$ cat src/rtl/ecb_pkg.sv
package ecb_pkg;
  localparam int unsigned ECB_CNT_W = 12;
  localparam int unsigned ECB_REG_W = 16;

  typedef enum logic [1:0] {
    ACT_HOLD = 2'd0,
    ACT_LOAD = 2'd1,
    ACT_DEC  = 2'd2,
    ACT_FIRE = 2'd3
  } ecb_act_e;
endpackage

$ cat src/rtl/ecb_ctrl.sv
module ecb_ctrl #(
  parameter int unsigned REG_W = ecb_pkg::ECB_REG_W
) (
  input  logic                 wr_i,
  input  logic                 match_i,
  input  logic                 en_i,
  input  logic [REG_W-1:0]     cnt_i,
  output ecb_pkg::ecb_act_e    act_o
);
  import ecb_pkg::*;

  logic cnt_zero;
  logic cnt_one;

  assign cnt_zero = (cnt_i == '0);
  assign cnt_one  = (cnt_i == REG_W'(1));

  // Write outranks a match; a match only counts while enabled.
  always_comb begin
    act_o = ACT_HOLD;
    if (wr_i)                       act_o = ACT_LOAD;
    else if (match_i && en_i) begin
      if (cnt_one)                  act_o = ACT_FIRE;
      else if (!cnt_zero)           act_o = ACT_DEC;
    end
  end
endmodule

$ cat src/rtl/ecb_counter.sv
module ecb_counter #(
  parameter int unsigned CNT_W = ecb_pkg::ECB_CNT_W,
  parameter int unsigned REG_W = ecb_pkg::ECB_REG_W
) (
  input  logic              clk,
  input  logic              rst_n,
  input  ecb_pkg::ecb_act_e act_i,
  input  logic [REG_W-1:0]  wdata_i,
  output logic [REG_W-1:0]  cnt_o
);
  import ecb_pkg::*;

  localparam logic [REG_W-1:0] FIELD_MASK = REG_W'((64'd1 << CNT_W) - 64'd1);

  logic [REG_W-1:0] cnt_q;

  always_ff @(posedge clk or negedge rst_n) begin
    if (!rst_n) cnt_q <= '0;
    else begin
      unique case (act_i)
        ACT_LOAD:          cnt_q <= wdata_i & FIELD_MASK;
        ACT_DEC, ACT_FIRE: cnt_q <= cnt_q - REG_W'(1);
        default:           cnt_q <= cnt_q;
      endcase
    end
  end

  assign cnt_o = cnt_q;
endmodule

$ cat src/rtl/ecb_pulse.sv
module ecb_pulse (
  input  logic              clk,
  input  logic              rst_n,
  input  ecb_pkg::ecb_act_e act_i,
  output logic              brk_o
);
  import ecb_pkg::*;

  logic brk_q;

  always_ff @(posedge clk or negedge rst_n) begin
    if (!rst_n) brk_q <= 1'b0;
    else        brk_q <= (act_i == ACT_FIRE);
  end

  assign brk_o = brk_q;
endmodule

$ cat src/rtl/exec_count_break.sv
module exec_count_break #(
  parameter int unsigned CNT_W = ecb_pkg::ECB_CNT_W,
  parameter int unsigned REG_W = ecb_pkg::ECB_REG_W
) (
  input  logic             clk,
  input  logic             rst_n,
  input  logic             reg_wr,
  input  logic [REG_W-1:0] reg_wdata,
  output logic [REG_W-1:0] reg_rdata,
  input  logic             match_strb,
  input  logic             cnt_en,
  output logic             brk_req
);
  import ecb_pkg::*;

  ecb_act_e         act;
  logic [REG_W-1:0] cnt;

  ecb_ctrl #(.REG_W(REG_W)) u_ctrl (
    .wr_i    (reg_wr),
    .match_i (match_strb),
    .en_i    (cnt_en),
    .cnt_i   (cnt),
    .act_o   (act)
  );

  ecb_counter #(.CNT_W(CNT_W), .REG_W(REG_W)) u_counter (
    .clk     (clk),
    .rst_n   (rst_n),
    .act_i   (act),
    .wdata_i (reg_wdata),
    .cnt_o   (cnt)
  );

  ecb_pulse u_pulse (
    .clk   (clk),
    .rst_n (rst_n),
    .act_i (act),
    .brk_o (brk_req)
  );

  assign reg_rdata = cnt;
endmodule

$ cat config.mk
export PLATFORM = sky130hd
export DESIGN_NAME = exec_count_break
export DESIGN_NICKNAME = d
export VERILOG_FILES = /design/src/rtl/ecb_pkg.sv /design/src/rtl/ecb_ctrl.sv /design/src/rtl/ecb_counter.sv /design/src/rtl/ecb_pulse.sv /design/src/rtl/exec_count_break.sv
export SDC_FILE = /design/constraint.sdc
export NUM_CORES = 1
export LEC_CHECK = 0
export ABC_CLOCK_PERIOD_IN_PS = 6200
export BUFFER_PORTS_ARGS = -buffer_cell sky130_fd_sc_hd__buf_2
export CORE_MARGIN = 3
export CORE_UTILIZATION = 30
export DETAILED_ROUTE_END_ITERATION = 7
export GPL_ROUTABILITY_DRIVEN = 0
export PLACE_DENSITY = 0.65
export SKIP_CTS_REPAIR_TIMING = 1
export SYNTH_ARGS = -nofsm -noshare
export SYNTH_HDL_FRONTEND = slang
export SYNTH_HIERARCHICAL = 1
export SYNTH_SLANG_ARGS = --single-unit
$ cat constraint.sdc
create_clock -name clk -period 6.2 [get_ports clk]
set_clock_uncertainty 0.1 [all_clocks]
set_input_delay 1.24 -clock clk [delete_from_list [all_inputs] [get_ports clk]]
set_output_delay 1.24 -clock clk [all_outputs]
set_load 0.01 [all_outputs]
### Word-level counts from Yosys, hierarchy flattened

Cells that the tools add are included.

* add/sub/neg operators: 1
* equality and inequality tests: 4
* mux-type cells: 5
* reductions and logical operators: 4

Operators with widths (number)
* $pmux 16 s2: 1
* $eq 16x1->1 const B: 1
* $logic_not 16->1: 1
* $sub 16x1->16 const B: 1
* $mux 2: 4
* $eq 2x2->1 const B: 2
* $eq 2x1->1 const B: 1
* $reduce_bool 2->1: 1
* $reduce_or 2->1: 1
* $logic_and 1x1->1: 1

* register bits: 17
* input bits: 21
* output and inout port bits: 17
* word-level logic and storage cells: 16

### Longest topological paths before layout

* depth in word-level cells: 8
* mapped depth: 9
* depth with buffers taken out: 7

### By module

The synthesis kept the hierarchy.

By module, submodules not included
* ecb_counter: instances 1, cells an instance 95, area an instance 903.4 µm², sequential area each 400.4 µm²
* ecb_ctrl: instances 1, cells an instance 9, area an instance 57.6 µm², sequential area each 0.0 µm²
* ecb_pulse: instances 1, cells an instance 2, area an instance 31.3 µm², sequential area each 25.0 µm²

### Least setup slack after synthesis

Ideal clock, no wire load.

* path kind: input -> register
* start: input match_strb
* end: register u_counter.cnt_q[8], in the netlist u_counter/cnt_o[8]
* setup time: 0.140 ns
* arrival: 2.652 ns
* required time: 5.960 ns
* path slack: 3.307 ns
* stages: 6
* path buffers: 1
* path through: nand2_1 > a211oi_1 > clkbuf_1 > nand4_1 > o211ai_1 > o311ai_1

* cells in the longest elaborated chain, start to end: 6
* elaborated cells between the ends (all ways): 9
* those cells by class: eq/ne: 3; mux: 3; reduce/logical: 3

RTL lines
* start, declared: RTL line exec_count_break.sv:10 `input logic match_strb,`
* $logic_and 1x1->1 (*): RTL line ecb_ctrl.sv:22 `else if (match_i && en_i) begin`
* $mux 2 (*): RTL line ecb_ctrl.sv:22
* $mux 2 (*): RTL line ecb_ctrl.sv:21 `if (wr_i) act_o = ACT_LOAD;`
* named net act[1]: RTL line exec_count_break.sv:16 `ecb_act_e act;`
* $eq 2x2->1: RTL line ecb_counter.sv:20 `unique case (act_i)`
* $reduce_or 2->1: RTL line ecb_counter.sv:20
* $pmux 16 s2 or $reduce_bool 2->1 (tied branches)
* end signal, assigned: RTL line ecb_counter.sv:21 `ACT_LOAD: cnt_q <= wdata_i & FIELD_MASK;`
* end signal, assigned: RTL line ecb_counter.sv:22 `ACT_DEC, ACT_FIRE: cnt_q <= cnt_q - REG_W'(1);`
* end signal, assigned: RTL line ecb_counter.sv:23 `default: cnt_q <= cnt_q;`
* end, declared: RTL line ecb_counter.sv:15 `logic [REG_W-1:0] cnt_q;`

Mark *: on every way through the listed nets, which the timed path passes. The rest lies on a longest branch.
A chain may end at the register's enable or synchronous reset.

### Worst setup path after layout

* start: input match_strb
* end: register u_counter.cnt_q[15], in the netlist u_counter/cnt_o[15]

Same word-level chain as after synthesis.

==> metrics.csv <==
stage,metric,value,unit
grt,grt_remaining_overflow,0,
synthesis,ys_warn_count,6,
cells_and_area,instances_no_fill,184,
routing,wl_per_cell,14.6,um
cells_and_area,nNetsFinal,163,
grt,track_usage,14.0,%
clock_network,root_buffer,clkbuf_4,
clock_network,cts_tree,done,
floorplanning,die_x,63.5,um
hold_path,hp-class,reg2reg,
synthesis,synth.top_cell.area_share,42.9,%
synthesis,synth.avg_cell_area,9.36,sq um
floorplanning,dieArea,0.00403,sq mm
cells_and_area,multi_input_area,542,sq um
floorplanning,initial_core_util,32.0,%
critical_path,crit_arrival,3190,ps
timing,relSlewSlack,31.3,%
placed_design,placedCellCount,180,
cells_and_area,regArea,425,sq um
floorplanning,rows,20,
synthesis,synth-main-ff-cell,dfrtp_1,
synthesis,ys_seq_area_share,42.9,%
critical_path,cpMaxStageDelayCell,a211oi_2,
timing,finalSetupViolations,0,
cells_and_area,fin_util,39.8,%
floorplanning,core-area,0.00310,sq mm
routing,drt-initial-drc-count,34,
critical_path,slowest_delay,850,ps
timing,worst_slew_pin_slew,1030,ps
placed_design,hpwlAfterDp,1980,um
critical_path,worstSetupPathType,in2reg,
floorplanning,die_h,63.5,um
timing,tns,0,ps
synthesis,synthTopCellsByArea,"dfrtp_1 43%, nand2_1 3.8%, o211ai_1 3.8%, nor2_1 3.4%, a21oi_1 3.0%",
clock_network,numCtsBuffers,3,
floorplanning,ios,38,
critical_path,end_kind,register,
clock_network,clock_latency,290,ps
synthesis,synth_most_common_cell,dfrtp_1,
routing,routed_wl,2690,um
timing,maxSlewViolCount,0,
timing,hold_slack,403,ps
power,leakagePower,0.581,nW
critical_path,startpoint_type,input port,
clock_network,cts_max_level,1,
routing,viasPerCell,5.23,
run,drv_cap,0,
grt,grt_max_degree,18,
critical_path,crit_chain,buf_2 > nand2_1 > a211oi_2 > nand3_1 > nor4_1 > mux2i_1,
cells_and_area,fillerInstances,347,
timing,hold_viol_final,0,
grt,antenna_found_initial,0,
synthesis,synthCells,106,
synthesis,ys_seq_elements,17,
grt,grt_pass1_wl,4470,um
cells_and_area,syn_to_final_growth,24.3,%
clock_network,clkTransAtPathRegs,100,ps
grt,grt_pass1_vias,933,
routing,drc,0,
synthesis,synth_edf_count,0,
critical_path,path_max_fanout,17,
timing,rsz0062_at_grt,no,
status,status,completed,
synthesis,synth_area,992,sq um
timing,max_freq,0.325,GHz
synthesis,synth_common_cells,"17 x dfrtp_1, 10 x nand2_1, 9 x nor2_1",
routing,vias,963,
routing,first_pass_iters,4,
clock_network,cts_sinks,17,
power,power,260,uW
cells_and_area,drive_above_1_share,32.1,%
routing,drtAntennaViolNets,0,
placed_design,port_buffers,33,
timing,fin_crit,3080,ps
synthesis,synth_cell_types,39,
synthesis,synth-async-reset-ratio,100,%
critical_path,required,6320,ps
cells_and_area,n_antenna_cell,0,
timing,min_period_over_period,49.7,%
power,p_per_area,211,mW/mm^2
power,peakVddDrop,64.9,uV
synthesis,yosysTopAreaCell,dfrtp_1,
clock_network,clock_path_buffers,2,
synthesis,synth_nets,128,
flip-flops by register name, indices dropped and copies added (netlist names):
| name | count |
|---|---|
| u_counter/cnt_o | 16 |
| u_pulse/brk_o | 1 |
per-stage QoR:
step	worst slack (ps)	area [sq um]
after floorplan	3310	992
after global placement	2840	1210
after detailed placement	2830	1210
after CTS	3140	1230
after global routing	2920	1230
final	3120	1230
cells by family (layout without fill, tap and decap cells):
group | after synthesis | count (layout) | share of synthesized area [%]
AO/OA/AOI/OAI | 30 | 30 | 21.6
XOR/XNOR | 3 | 3 | 2.65
adder cells (fa/ha/maj) | 1 | 1 | 1.26
buffers and inverters | 8 | 42 | 3.03
flip-flops | 17 | 17 | 42.9
multiplexers | 2 | 2 | 2.02
AND/OR/NAND/NOR | 45 | 45 | 26.6
placed cells by master (no fill, tap or decap), drive strengths merged, types with 5 or more instances in the layout:
cell	n
inv	5
o211ai	5
nor2	9
buf	33
nand2	10
nor4	5
nand3	6
a21oi	6
dfrtp	17
critical path: cells and delay by family:
family / cells / cell delay, ps
AOI/OAI and AO/OA: 1 / 850
buffers and inverters: 1 / 90
muxes: 1 / 220
and+or+nand+nor: 3 / 800
worst paths after layout:
path | startpoint | end | slack [ps] | depth (start not counted)
setup / recovery | match_strb | u_counter/cnt_o[15] | 3120 | 6
min in group asynchronous | rst_n | u_counter/cnt_o[14] | 760 | 1
hold reg to reg | u_counter/cnt_o[15] | u_counter/cnt_o[15] | 400 | 1
max in group asynchronous | rst_n | u_counter/cnt_o[0] | 4960 | 1
setup reg to reg | u_counter/cnt_o[7] | u_counter/cnt_o[15] | 3350 | 6
hold / removal | u_counter/cnt_o[15] | u_counter/cnt_o[15] | 400 | 1
report_power, final:
part / switching, mW / leakage, nW / total [mW] / internal (mW)
Clock: 0.0361 / 0.0177 / 0.0600 / 0.0239
Sequential: 0.0176 / 0.212 / 0.138 / 0.120
Combinational: 0.0358 / 0.352 / 0.0622 / 0.0264
Total: 0.0895 / 0.581 / 0.260 / 0.171
cell type report:
cell class / count / area share, %
well taps: 44 / 4.46
inverters: 5 / 1.52
repair buffers: 33 / 13.4
clock buffers: 3 / 1.83
clock inverters: 1 / 0.406
multi-input cells: 81 / 43.9
flip-flops and latches: 17 / 34.5
metal layers:
layer	vias to the layer above	part of all wire [%]	GRT usage (%)
li1	471	-	-
met1	457	44	18.8
met2	33	48	22.2
met3	2	6.8	2.32
met4	0	1.3	5.66
met5	-	0	0
No activity file was read; power rests on OpenSTA's default activity.
